### src/rtl/hexrec_pkg.sv
// Shared types and helpers for the hex-record loader.
// Assumes 8-bit ASCII characters.
package hexrec_pkg;

    typedef enum logic [1:0] {
        PS_HUNT = 2'd0,   // waiting for a record mark
        PS_BODY = 2'd1,   // collecting hex digits of a record
        PS_SKIP = 2'd2,   // discarding to end of line after a format error
        PS_HALT = 2'd3    // end-of-file seen, frozen until reset
    } parse_state_t;

    localparam logic [7:0] CH_MARK = 8'h3A;   // ':'
    localparam logic [7:0] CH_LF   = 8'h0A;

    // Returns {is_hex, nibble}
    function automatic logic [4:0] hex_value(input logic [7:0] c);
        logic [7:0] t;
        if (c >= 8'h30 && c <= 8'h39) begin
            t = c - 8'h30;
            return {1'b1, t[3:0]};
        end else if (c >= 8'h41 && c <= 8'h46) begin
            t = c - 8'h37;
            return {1'b1, t[3:0]};
        end else if (c >= 8'h61 && c <= 8'h66) begin
            t = c - 8'h57;
            return {1'b1, t[3:0]};
        end
        return 5'b0_0000;
    endfunction

endpackage

### src/rtl/hexrec_digit.sv
// Combinational ASCII hex digit classifier.
// Assumes: none; purely combinational.
module hexrec_digit
    import hexrec_pkg::*;
(
    input  logic [7:0] ch,
    output logic       is_hex,
    output logic [3:0] nib
);
    logic [4:0] info;

    // classify the character and extract its value
    always_comb begin
        info   = hex_value(ch);
        is_hex = info[4];
        nib    = info[3:0];
    end
endmodule

### src/rtl/hexrec_lanes.sv
// Splits a word into LANES slices of LANE_W bits, slice k taking
// bits (k+1)*LANE_W-1 : k*LANE_W.
// Assumes the word width is exactly LANES*LANE_W.
module hexrec_lanes #(
    parameter int LANES  = 6,
    parameter int LANE_W = 2,
    localparam int WORD_W = LANES * LANE_W
) (
    input  logic [WORD_W-1:0] word_i,
    output logic [WORD_W-1:0] lanes_o
);
    for (genvar k = 0; k < LANES; k++) begin : g_lane
        assign lanes_o[k*LANE_W +: LANE_W] = word_i[k*LANE_W +: LANE_W];
    end
endmodule

### src/rtl/hexrec_parser.sv
// Record parser: finds the record mark, pairs hex digits into bytes,
// accumulates the checksum, and emits data bytes of type-0 records.
// Assumes at most one character per cycle; hold blocks all input.
// Every output is registered and pulses for one cycle.
module hexrec_parser
    import hexrec_pkg::*;
(
    input  logic       clk,
    input  logic       rst_n,
    input  logic       hold,
    input  logic       char_valid,
    input  logic [7:0] char_in,
    output logic       rec_start,
    output logic       data_stb,
    output logic [7:0] data_byte,
    output logic       data_last,
    output logic       sum_err,
    output logic       fmt_err,
    output logic       done
);
    parse_state_t state;
    logic [9:0]   dig_cnt;
    logic [3:0]   hi_nib;
    logic [7:0]   sum_q;
    logic [7:0]   cnt_q;
    logic [7:0]   type_q;

    logic         is_hex;
    logic [3:0]   nib;
    logic [7:0]   byte_now;
    logic [7:0]   sum_nx;
    logic [8:0]   byte_idx;
    logic [8:0]   end_idx;
    logic [8:0]   last_data_idx;
    logic         take;

    hexrec_digit i_digit (
        .ch     (char_in),
        .is_hex (is_hex),
        .nib    (nib)
    );

    // byte assembly and field positions of the current digit
    always_comb begin
        byte_now      = {hi_nib, nib};
        sum_nx        = sum_q + byte_now;
        byte_idx      = dig_cnt[9:1];
        end_idx       = {1'b0, cnt_q} + 9'd4;
        last_data_idx = {1'b0, cnt_q} + 9'd3;
        take          = char_valid && !hold;
    end

    // record state machine and output pulses
    always_ff @(posedge clk) begin
        if (!rst_n) begin
            state     <= PS_HUNT;
            dig_cnt   <= '0;
            hi_nib    <= '0;
            sum_q     <= '0;
            cnt_q     <= '0;
            type_q    <= '0;
            rec_start <= 1'b0;
            data_stb  <= 1'b0;
            data_byte <= '0;
            data_last <= 1'b0;
            sum_err   <= 1'b0;
            fmt_err   <= 1'b0;
            done      <= 1'b0;
        end else begin
            rec_start <= 1'b0;
            data_stb  <= 1'b0;
            data_last <= 1'b0;
            sum_err   <= 1'b0;
            fmt_err   <= 1'b0;
            done      <= 1'b0;
            if (take) begin
                unique case (state)
                    PS_HUNT: begin
                        if (char_in == CH_MARK) begin
                            state     <= PS_BODY;
                            dig_cnt   <= '0;
                            sum_q     <= '0;
                            rec_start <= 1'b1;
                        end
                    end
                    PS_BODY: begin
                        if (!is_hex) begin
                            fmt_err <= 1'b1;
                            state   <= (char_in == CH_LF) ? PS_HUNT : PS_SKIP;
                        end else begin
                            dig_cnt <= dig_cnt + 10'd1;
                            if (!dig_cnt[0]) begin
                                hi_nib <= nib;
                            end else begin
                                sum_q <= sum_nx;
                                if (byte_idx == 9'd0) cnt_q  <= byte_now;
                                if (byte_idx == 9'd3) type_q <= byte_now;
                                if (byte_idx >= 9'd4 && byte_idx < end_idx
                                    && type_q == 8'h00) begin
                                    data_stb  <= 1'b1;
                                    data_byte <= byte_now;
                                    data_last <= (byte_idx == last_data_idx);
                                end
                                if (byte_idx == end_idx) begin
                                    if (sum_nx != 8'h00) begin
                                        sum_err <= 1'b1;
                                        state   <= PS_HUNT;
                                    end else if (type_q == 8'h01) begin
                                        done  <= 1'b1;
                                        state <= PS_HALT;
                                    end else begin
                                        state <= PS_HUNT;
                                    end
                                end
                            end
                        end
                    end
                    PS_SKIP: begin
                        if (char_in == CH_LF) state <= PS_HUNT;
                    end
                    default: ;
                endcase
            end
        end
    end

    // a character sampled during the sweep must never produce a data byte
    AST_HOLD_BLOCKS: assert property (@(posedge clk) disable iff (!rst_n)
        hold |=> !data_stb);
    // a byte needs two digits, so data strobes are never back to back
    AST_BYTE_GAP: assert property (@(posedge clk) disable iff (!rst_n)
        data_stb |=> !data_stb);
    // at most one record verdict per cycle
    AST_ONE_VERDICT: assert property (@(posedge clk) disable iff (!rst_n)
        $onehot0({sum_err, fmt_err, done}));
    // once frozen, nothing leaves the parser
    AST_HALT_QUIET: assert property (@(posedge clk) disable iff (!rst_n)
        (state == PS_HALT) |=> !data_stb && !sum_err && !fmt_err);
endmodule

### src/rtl/hexrec_packer.sv
// Word packer and write-port owner: sweeps memory to zero after reset,
// then pairs data bytes little-endian into words written at a running
// address that saturates at DEPTH.
// Assumes WORD_W <= 16 and data bytes arrive at most every other cycle.
module hexrec_packer #(
    parameter int DEPTH  = 2048,
    parameter int WORD_W = 12,
    localparam int ADDR_W = $clog2(DEPTH)
) (
    input  logic              clk,
    input  logic              rst_n,
    input  logic              rec_start,
    input  logic              data_stb,
    input  logic [7:0]        data_byte,
    input  logic              data_last,
    output logic              clr_busy,
    output logic              wr_en,
    output logic [ADDR_W-1:0] wr_addr,
    output logic [WORD_W-1:0] wr_word
);
    localparam logic [ADDR_W-1:0] LAST_ADDR = ADDR_W'(DEPTH - 1);
    localparam logic [ADDR_W:0]   FULL_CNT  = (ADDR_W + 1)'(DEPTH);

    logic [ADDR_W-1:0] clr_addr;
    logic [ADDR_W:0]   word_cnt;
    logic [7:0]        lo_byte;
    logic              have_lo;
    logic              full;
    logic [15:0]       word16;

    // assemble the candidate word and the full condition
    always_comb begin
        full   = (word_cnt == FULL_CNT);
        word16 = have_lo ? {data_byte, lo_byte} : {8'h00, data_byte};
    end

    // zero sweep, byte pairing and write-port registers
    always_ff @(posedge clk) begin
        if (!rst_n) begin
            clr_busy <= 1'b1;
            clr_addr <= '0;
            word_cnt <= '0;
            lo_byte  <= '0;
            have_lo  <= 1'b0;
            wr_en    <= 1'b0;
            wr_addr  <= '0;
            wr_word  <= '0;
        end else begin
            wr_en <= 1'b0;
            if (clr_busy) begin
                wr_en    <= 1'b1;
                wr_addr  <= clr_addr;
                wr_word  <= '0;
                clr_addr <= clr_addr + 1'b1;
                if (clr_addr == LAST_ADDR) clr_busy <= 1'b0;
            end else if (rec_start) begin
                have_lo <= 1'b0;
            end else if (data_stb) begin
                if (!have_lo && !data_last) begin
                    lo_byte <= data_byte;
                    have_lo <= 1'b1;
                end else begin
                    have_lo <= 1'b0;
                    if (!full) begin
                        wr_en    <= 1'b1;
                        wr_addr  <= word_cnt[ADDR_W-1:0];
                        wr_word  <= word16[WORD_W-1:0];
                        word_cnt <= word_cnt + 1'b1;
                    end
                end
            end
        end
    end

    // every sweep cycle produces a zero write
    AST_SWEEP_ZERO: assert property (@(posedge clk) disable iff (!rst_n)
        clr_busy |=> wr_en && (wr_word == '0));
    // once DEPTH words are stored, the port stays silent
    AST_NO_OVERFLOW: assert property (@(posedge clk) disable iff (!rst_n)
        full |=> !wr_en);
endmodule

### src/rtl/hexrec_loader.sv
// Top of the hex-record loader: character input, parser, word packer
// and lane fan-out onto a single memory write port.
// Assumes one character per cycle at most.
module hexrec_loader #(
    parameter int DEPTH  = 2048,
    parameter int LANES  = 6,
    parameter int LANE_W = 2,
    localparam int ADDR_W = $clog2(DEPTH),
    localparam int WORD_W = LANES * LANE_W
) (
    input  logic              clk,
    input  logic              rst_n,
    input  logic              char_valid,
    input  logic [7:0]        char_in,
    output logic              clr_busy,
    output logic              wr_en,
    output logic [ADDR_W-1:0] wr_addr,
    output logic [WORD_W-1:0] wr_lanes,
    output logic              sum_err,
    output logic              fmt_err,
    output logic              done
);
    logic              rec_start;
    logic              data_stb;
    logic [7:0]        data_byte;
    logic              data_last;
    logic [WORD_W-1:0] wr_word;

    hexrec_parser i_parser (
        .clk        (clk),
        .rst_n      (rst_n),
        .hold       (clr_busy),
        .char_valid (char_valid),
        .char_in    (char_in),
        .rec_start  (rec_start),
        .data_stb   (data_stb),
        .data_byte  (data_byte),
        .data_last  (data_last),
        .sum_err    (sum_err),
        .fmt_err    (fmt_err),
        .done       (done)
    );

    hexrec_packer #(
        .DEPTH  (DEPTH),
        .WORD_W (WORD_W)
    ) i_packer (
        .clk       (clk),
        .rst_n     (rst_n),
        .rec_start (rec_start),
        .data_stb  (data_stb),
        .data_byte (data_byte),
        .data_last (data_last),
        .clr_busy  (clr_busy),
        .wr_en     (wr_en),
        .wr_addr   (wr_addr),
        .wr_word   (wr_word)
    );

    hexrec_lanes #(
        .LANES  (LANES),
        .LANE_W (LANE_W)
    ) i_lanes (
        .word_i  (wr_word),
        .lanes_o (wr_lanes)
    );
endmodule

### config.mk
export PLATFORM = sky130hd
export DESIGN_NAME = hexrec_loader
export DESIGN_NICKNAME = d
export VERILOG_FILES = /design/src/rtl/hexrec_pkg.sv /design/src/rtl/hexrec_digit.sv /design/src/rtl/hexrec_lanes.sv /design/src/rtl/hexrec_parser.sv /design/src/rtl/hexrec_packer.sv /design/src/rtl/hexrec_loader.sv
export SDC_FILE = /design/constraint.sdc
export NUM_CORES = 1
export LEC_CHECK = 0
export BUFFER_PORTS_ARGS = -buffer_cell sky130_fd_sc_hd__buf_2
export CAP_MARGIN = 20
export CORE_UTILIZATION = 35
export CTS_BUF_LIST = sky130_fd_sc_hd__clkbuf_8
export CTS_CLUSTER_SIZE = 8
export DETAILED_ROUTE_END_ITERATION = 8
export PLACE_DENSITY = 0.6
export RECOVER_POWER = 50
export SYNTH_ARGS = -nofsm -noshare
export SYNTH_HDL_FRONTEND = slang
export SYNTH_SLANG_ARGS = --single-unit
### constraint.sdc
create_clock -name clk -period 4.2 [get_ports clk]
set_input_delay 0.84 -clock clk [delete_from_list [all_inputs] [get_ports clk]]
set_output_delay 0.84 -clock clk [all_outputs]
set_load 0.02 [all_outputs]
======== Word level (Yosys, flattened, before mapping) ========
Cells that the tools add are included.
Widths: inputs -> output; s select.
cells by class
  reduce and logical (&&, ||, !) cells .... 37
  mux-type cells .......................... 44
  magnitude comparators ................... 8
  equal/unequal tests ..................... 19
  $add $sub $neg .......................... 9
  bitwise operators ....................... 10
operators with widths
  cell                   number
  $mux 11                5
  $reduce_and 5->1       6
  $mux 8                 3
  $mux 10                2
  $mux 5                 4
  $pmux 10 s2            1
  $reduce_and 4->1       5
  $eq 9x9->1             2
  $mux 1                 18
  $reduce_and 6->1       3
  $ge 8x7->1 const B     2
  $le 8x7->1 const B     2
  $mux 2                 8
  $pmux 8 s2             1
  $add 12x1->12 const B  1
  $eq 12x12->1 const B   1
  $mux 12                1
  $ne 2x1->1 const B     6
  $add 11x1->11 const B  1
  $eq 11x11->1 const B   1
  $add 10x1->10 const B  1
  $not 1->1              10
  $add 8x2->9 const B    1
  $add 8x3->9 const B    1
  other kinds (28)       41
word-level totals
  word-level logic and storage cells ...... 148
  output and inout port bits .............. 28
  bits in registers ....................... 111
  bits of input ports ..................... 11

======== Logic depth before layout (Yosys ltp) ========
Gate-level depths: netlist of run 1.
  word-level depth ........................ 13
  gate-level depth with buffers ........... 16
  mapped depth without buffers ............ 15

======== Cells and area by module ========
A second synthesis of run 1 with hierarchy kept.
second synthesis, totals
  cell total of the unflattened synthesis .. 677
  area total of the unflattened synthesis .. 5987.0 um^2
by module, submodules not included
  module         cells an instance  seq. area each (um^2)  instances  area an instance (um^2)
  hexrec_parser  348                1081.0                 1          3100.5
  hexrec_packer  292                1141.1                 1          2580.0
  hexrec_digit   25                 0.0                    1          216.5
  hexrec_lanes   12                 0.0                    1          90.1

======== Worst setup path before layout of run 1 ========
OpenSTA, ideal clock, no wires.
  kind .................................... input to register
  start point ............................. input port char_in[0]
  end point ............................... register i_parser.done
  required time ........................... 4.122 ns
  buffers on the path ..................... 1
  data arrival time ....................... 3.653 ns
  setup time .............................. 0.078 ns
  stages .................................. 15
  path slack .............................. 0.470 ns
  cells stage by stage .................... inv_1 -> ha_1 -> nor3b_1 -> o21bai_2 -> nand3_2 -> buf_4 -> nor2b_1 -> ha_1 -> inv_1 -> fa_1 -> xnor2_1 -> or3b_2 -> nor4_1 -> nand3_1 -> nor3_1
on the way
  word-level cells in the longest chain between the ends .. 9
  elaborated cells on any way between the ends .. 23
  classes of those cells .................. 4 x add/sub; 6 x order compare; 7 x mux; 1 x bitwise; 5 x reduce/logical
ends and longest elaborated chain
  what                                      RTL line              text
  from (decl)                               hexrec_loader.sv:14   input logic [7:0] char_in,
  $ge 8x7->1 or $le 8x7->1 (tied branches)  hexrec_pkg.sv:24      end else if (c >= 8'h61 && c <= 8'h66) begin
  $logic_and 1x1->1                         hexrec_pkg.sv:24
  $mux 1                                    hexrec_pkg.sv:24
  $mux 1                                    hexrec_pkg.sv:21      end else if (c >= 8'h41 && c <= 8'h46) begin
  $mux 1                                    hexrec_pkg.sv:18      if (c >= 8'h30 && c <= 8'h39) begin
  $mux 5 *                                  hexrec_pkg.sv:28      return 5'b0_0000;
  net i_parser.i_digit.info[0]              hexrec_digit.sv:10    logic [4:0] info;
  $add 8x8->8 *                             hexrec_parser.sv:46   sum_nx = sum_q + byte_now;
  $reduce_bool 8->1 *                       hexrec_parser.sv:105  if (sum_nx != 8'h00) begin
  $reduce_or 7->1 (no line) *               --
  to (signal assigned)                      hexrec_parser.sv:68   done <= 1'b0;
  to (signal assigned)                      hexrec_parser.sv:75   done <= 1'b0;
  to (signal assigned)                      hexrec_parser.sv:109  done <= 1'b1;
  to (decl)                                 hexrec_parser.sv:19   output logic done
Mark *: on every way through the listed nets, which the timed path passes. The rest lies on a longest branch. The select of a mux whose other input is x is not followed.
A chain may end at the register's enable or synchronous reset.

======== Worst setup path after layout of run 1 ========
Ends and elaborated chain as after synthesis.

==> flow_summary.ini, run 1 <==
[logic_synthesis]
yosysWarnings = 0
synth_cell_type_count = 71
seq_area_frac_synth_pct = 38.1
synthTopCellsByArea = dfxtp_1 (38%), mux2i_1 (6.5%), ha_1 (6.2%)
ys_async_sr_fraction_pct = 0
synth.most_common_cell = dfxtp_1
synthCells = 673
ys_ff_latch = 111
syn_area_sq_um = 5830
synth_largest_area_cell = dfxtp_1
avgSynthCellArea_sq_um = 8.66
synthTopCellsByCount = dfxtp_1 (111), nor2_1 (94), nand2_1 (51)
synth_flop_cell = dfxtp_1
yosysTopAreaCellShare_pct = 38.1
synth_edf_count = 0
synth.net_count = 714

[sta]
fmax_ghz = 0.257
tightest_slew_ns = 1.54
slew_headroom_pct = -2.74
clock_skew_ns = 0.0150
fin_crit_sh_pct = 92.7
rsz0062_at_grt = false
setup-tns-final_ns = 0
hold_viol_final = 0
drv_slew = 32
setup_viol = 0
final.setup.worst_slack_ns = 0.308
holdWs_ns = 0.468
finalCriticalPeriod_ns = 3.89

[worst_setup_path]
rr_startpoint = i_parser.cnt_q[2]$_SDFFE_PN0P_
required_ns = 4.51
worstSetupStartpointType = input port
rrSetupSlack_ns = 1.38
critPathKind = in -> reg
crit_slowest_cell = nor4_1
end_kind = flop
cpPeakStageDelay_ns = 0.56
path_cells = buf_2 -> inv_1 -> ha_1 -> o21bai_1 -> a21oi_1 -> mux2_2 -> nand2b_1 -> inv_1 -> ha_1 -> a211oi_1 -> o21ai_0 -> xnor2_1 -> nor4_1 -> nand3_1 -> nor3_1
path_buf_inv = 3
crit_fanout = 5
crit_family = simple AND/OR/NAND/NOR gates
crit_arrival_ns = 4.20
rr_endpoint = i_parser.data_byte[5]$_SDFFE_PN0P_
reg2reg_depth = 9

[clocking]
clockBufferDepth = 2
path_clk_slew_ns = 0.10
hold_buffers = 0
cts_resized = 0
clock_sinks = 111
cts_setup_buffers = 0
clock_latency_ns = 0.39
root_buffer = clkbuf_8
htreeDepth = 3
cts_buffers = 9
cts_tree = yes

[grt]
track_usage_pct = 16.5
grtUsageMet1_pct = 22.8
grt-ovfl-total = 0
grt_max_degree = 38
grt_pass1_wl_um = 22100
grt_pass1_vias = 4374
met3_usage_pct = 2.93
top_usage_layer = met2
antenna_found_initial = 0
grt_use_met2_pct = 26.0

[hold_path]
hp-start = i_parser.sum_q[0]$_SDFFE_PN0P_
min_to = i_parser.sum_q[0]$_SDFFE_PN0P_
hold_depth = 2
hold_class = reg -> reg

[routing]
ant_nets = 0
drt-pass1-iter-count = 5
routed_via_density = 5.27
avgRoutedWirePerCell_um = 14.4
vias = 4862
drt_wl_total_um = 13300
drc = 0
drt_iter0_markers = 243

[pwr]
max-vdd-ir-drop_v = 0.000185
p_leak_nw = 2.15
finalPower_mw = 1.75
p_per_area_nw_per_um2 = 276

[placement]
post-place-ws_ns = -0.0661
dp_hpwl_um = 9590
portBuffers = 38
gp_congestion = 0.813

[outcome]
violations = max-capacitance violations, max-slew violations
status = finished with violations

[floorplan]
dieArea_sq_um = 17200
coreArea_sq_um = 16100
fp.dieH_um = 131
row_count = 46
die_w_um = 131
io_pins = 39
initial_core_util_pct = 36.3

[layout]
layout.nets = 743
synthToLayoutAreaGrowth_pct = 8.76
layout-drive-gt1-share_pct = 8.20
diodes = 0

[run]
maxCapViolCount = 1
how the worst max path moves through the flow:
stage / cells past startpoint / slack [ns] / from / endpoint
4_1_cts: 15 / 0.35 / char_in[0] / i_parser.done$_SDFF_PP0_
6_report: 15 / 0.31 / char_in[0] / i_parser.done$_SDFF_PP0_
2_1_floorplan: 15 / 0.47 / char_in[0] / i_parser.done$_SDFF_PP0_
3_5_place_dp: 15 / -0.07 / char_in[0] / i_parser.done$_SDFF_PP0_
5_1_grt: 15 / 0.08 / char_in[0] / i_parser.done$_SDFF_PP0_
3_3_place_gp: 15 / 0.08 / char_in[0] / i_parser.done$_SDFF_PP0_
cells by family after synthesis:
| group | after synthesis | synth area share (%) |
|---|---|---|
| compound gates | 123 | 13.9 |
| xor+xnor | 44 | 6.62 |
| fa+ha+maj | 30 | 6.57 |
| buf+inv | 60 | 4.68 |
| flops | 111 | 38.1 |
| mux | 40 | 6.92 |
| simple gates | 265 | 23.2 |
worst register-to-register path, delay by kind of cell, from the launching register on:
kind	cells	cell delay, ns
compound gates	3	1.06
xor+xnor	1	0.13
fa+ha+maj	2	0.59
flops	1	0.38
simple gates	3	0.59
stage by stage:
| step | cell area, sq um | util (%) | instances |
|---|---|---|---|
| 2_1_floorplan | 5830 | - | 673 |
| 3_3_place_gp | 6210 | 38.7 | 907 |
| 3_5_place_dp | 6210 | 38.7 | 907 |
| 4_1_cts | 6390 | 39.8 | 923 |
| 5_1_grt | 6340 | 39.5 | 923 |
| 6_report | 6340 | 39.5 | 923 |
registers in the layout, indices dropped and copies added, names as in the netlist, 8 cells and up:
name	count
i_packer.clr_addr	11
i_packer.lo_byte	8
i_packer.word_cnt	12
i_packer.wr_addr	11
i_packer.wr_word	12
i_parser.cnt_q	8
i_parser.data_byte	8
i_parser.dig_cnt	10
i_parser.sum_q	8
i_parser.type_q	8
per-layer routing:
| metal | wire [um] | part of all wire, % | vias to the layer above |
|---|---|---|---|
| li1 | - | - | 2458 |
| met1 | 6750 | 51 | 2296 |
| met2 | 5850 | 44 | 97 |
| met3 | 565 | 4.2 | 11 |
| met4 | 167 | 1.3 | 0 |
| met5 | 0 | 0 | - |
power breakdown:
group          total [mW]  leakage [nW]  internal [mW]  switching [mW]
Clock               0.614        0.0986          0.235           0.378
Combinational      0.0723          1.15         0.0236          0.0487
Sequential           1.06         0.895           1.06         0.00376
layout make-up:
cell class	instances	area, sq um
fill	1683	9720
inverter	28	105
tap	216	270
sequential	111	2220
timing repair buffer	50	235
multi-input combinational	502	3330
clock inverter	6	40.0
clock buffer	10	138
layout by cell type, fill, tap and decap left out, types with 3 or more instances in the layout:
cell type and instances:
o211ai_1 3, xor2_1 25, buf_2 11, a31oi_1 14, nand2b_1 8, clkbuf_8 10, inv_1 28, o31ai_1 7
nor4_1 8, a21oi_1 24, nor2_1 94, xnor2_1 19, and3_1 8, nor3_1 14, inv_6 3, o21ai_0 33
nor4_2 3, nand4_1 23, or3_1 3, clkbuf_1 30, nand2_1 51, ha_1 29, mux2i_1 38, buf_4 9
nand3_1 23, a211oi_1 13, dfxtp_1 111, nor2b_1 8, a22oi_1 5
No activity file was read; power rests on OpenSTA's default activity.
==> run 2, diff against run 1 <==
--- a/config.mk
+++ b/config.mk
@@ -11,6 +11,7 @@
 export CTS_BUF_LIST = sky130_fd_sc_hd__clkbuf_8
 export CTS_CLUSTER_SIZE = 8
 export DETAILED_ROUTE_END_ITERATION = 8
+export GPL_TIMING_DRIVEN = 0
 export PLACE_DENSITY = 0.6
 export RECOVER_POWER = 50
 export SYNTH_ARGS = -nofsm -noshare
==> constraint.sdc (replaced) <==
create_clock -name clk -period 3.68 [get_ports clk]
set_input_delay 0.736 -clock clk [delete_from_list [all_inputs] [get_ports clk]]
set_output_delay 0.736 -clock clk [all_outputs]
set_load 0.02 [all_outputs]
==> flow_summary.ini, run 2 (same netlist as run 1, synthesis figures left out) <==
[placement]
dp_hpwl_um = 10600
gp_congestion = 0.825
portBuffers = 37
place_area_sq_um = 6280
post-place-cells = 926

[routing]
drt_iter0_markers = 274
drt-pass1-iter-count = 5
ant_nets = 0
vias = 4905
routed_via_density = 5.15
avgRoutedWirePerCell_um = 15.2
drc = 0
drt_wl_total_um = 14500

[worst_setup_path]
required_ns = 3.97
rrSetupSlack_ns = 0.77
critPathKind = in -> reg
crit_family = compound AO/OA/AOI/OAI gates
crit_fanout = 5
crit_top_cell = buf_4
end_kind = flop
crit_slowest_cell = or3b_2
worstSetupStartpointType = input port
cpPeakStageDelay_ns = 0.50
path_buf_inv = 4
path_cells = buf_2 -> inv_1 -> ha_1 -> o21bai_1 -> a21oi_2 -> or3b_2 -> a21oi_4 -> ha_2 -> o211ai_1 -> o21ai_0 -> xnor2_1 -> buf_4 -> nor4_4 -> buf_4 -> a2111oi_2
crit_arrival_ns = 3.90

[layout]
layout.nets = 772
design_area_sq_um = 6590
synthToLayoutAreaGrowth_pct = 13.1
mostFrequentLayoutCell = dfxtp_1
diodes = 0
layout_common_cells = dfxtp_1 (111), nor2_1 (94), nand2_1 (51), clkbuf_1 (48), mux2i_1 (38)
fin_cells = 952
fillers = 1647
layout-drive-gt1-share_pct = 11.0
biggestRegsByFlops = i_packer.word_cnt: 12 flops, i_packer.wr_word: 12 flops

[clocking]
path_clk_slew_ns = 0.11
cts_tree = yes
htreeDepth = 3
clockBufferDepth = 2
cts_buffers = 9
clock_sinks = 111
root_buffer = clkbuf_8
clock_latency_ns = 0.41

[grt]
grt_pass1_vias = 4619
track_usage_pct = 18.1
antenna_found_initial = 0
grt_pass1_wl_um = 23800
grt-ovfl-total = 0
grt_max_degree = 21

[sta]
drv_slew = 0
finalCriticalPeriod_ns = 3.62
hold_viol_final = 0
slew_headroom_pct = 21.9
setup_viol = 0
clock_skew_ns = 0.0117
setup-tns-final_ns = 0
fin_crit_sh_pct = 98.3
holdWs_ns = 0.474
fmax_ghz = 0.276
tightest_slew_ns = 1.16

[floorplan]
die_w_um = 131
initial_core_util_pct = 36.3
dieArea_sq_um = 17200
io_pins = 39
row_count = 46
fp.dieH_um = 131
coreArea_sq_um = 16100

[hold_path]
hold_class = reg -> reg

[pwr]
finalPower_mw = 2.04
p_leak_nw = 2.24
p_per_area_nw_per_um2 = 309
max-vdd-ir-drop_v = 0.000152

[run]
maxCapViolCount = 0

[outcome]
status = finished, final reports clean
==> run 2: cell types whose count changed in the layout (fill, tap and decap cells not counted), moves of 3 or more <==
cell / change
inv_8: +3
clkbuf_1: +18
buf_6: +3
inv_6: -3
==> run 2: per-stage QoR <==
step / setup WS [ns] / utilization, %
2_1_floorplan: 0.0535 / -
3_3_place_gp: -0.944 / 39.1
3_5_place_dp: -0.929 / 39.1
4_1_cts: 0.00139 / 40.8
5_1_grt: -0.0389 / 41.0
6_report: 0.0616 / 41.0
==> run 2: cell type report <==
class / instances / area (sq um) / share of cell area (%)
Sequential cell: 111 / 2220 / 33.7
Multi-Input combinational cell: 502 / 3420 / 51.9
Clock inverter: 7 / 62.6 / 0.949
Inverter: 28 / 105 / 1.59
Timing Repair Buffer: 47 / 221 / 3.36
Clock buffer: 9 / 124 / 1.88
Tap cell: 216 / 270 / 4.10
Buffer: 32 / 161 / 2.45
==> run 2: timing repair <==
action	4_1_cts	5_1_grt
gates cloned	0	0
setup endpoints to repair	4	4
resized for setup	10	13
pin swaps	5	14
hold buffers	0	0
buffers inserted	4	6
==> run 2: power breakdown <==
group,internal (mW),leakage [nW],switching [mW]
clock,0.261,0.0912,0.468
combinational,0.0352,1.26,0.0651
sequential,1.21,0.895,0.00422
==> run 2: worst paths after layout <==
path	cells past startpoint	endpoint	start
max	15	i_parser.sum_err$_SDFF_PN0_	char_in[0]
min	2	i_parser.sum_q[4]$_SDFFE_PN0P_	i_parser.sum_q[4]$_SDFFE_PN0P_
max reg2reg	9	i_parser.data_byte[7]$_SDFFE_PN0P_	i_parser.cnt_q[2]$_SDFFE_PN0P_
min reg2reg	2	i_parser.sum_q[4]$_SDFFE_PN0P_	i_parser.sum_q[4]$_SDFFE_PN0P_
==> run 2: worst min-delay path, cell delays in order, from the launching register on <==
cell	delay, ns
dfxtp_1	0.33
nand2_1	0.05
o21ai_0	0.06
==> run 2: layer usage <==
metal / part of all wire, % / vias up / GRT usage [%]
li1: - / 2512 / -
met1: 50 / 2307 / 24.9
met2: 44 / 71 / 28.4
met3: 3.5 / 15 / 3.66
met4: 1.6 / 0 / 5.07
met5: 0 / - / 0
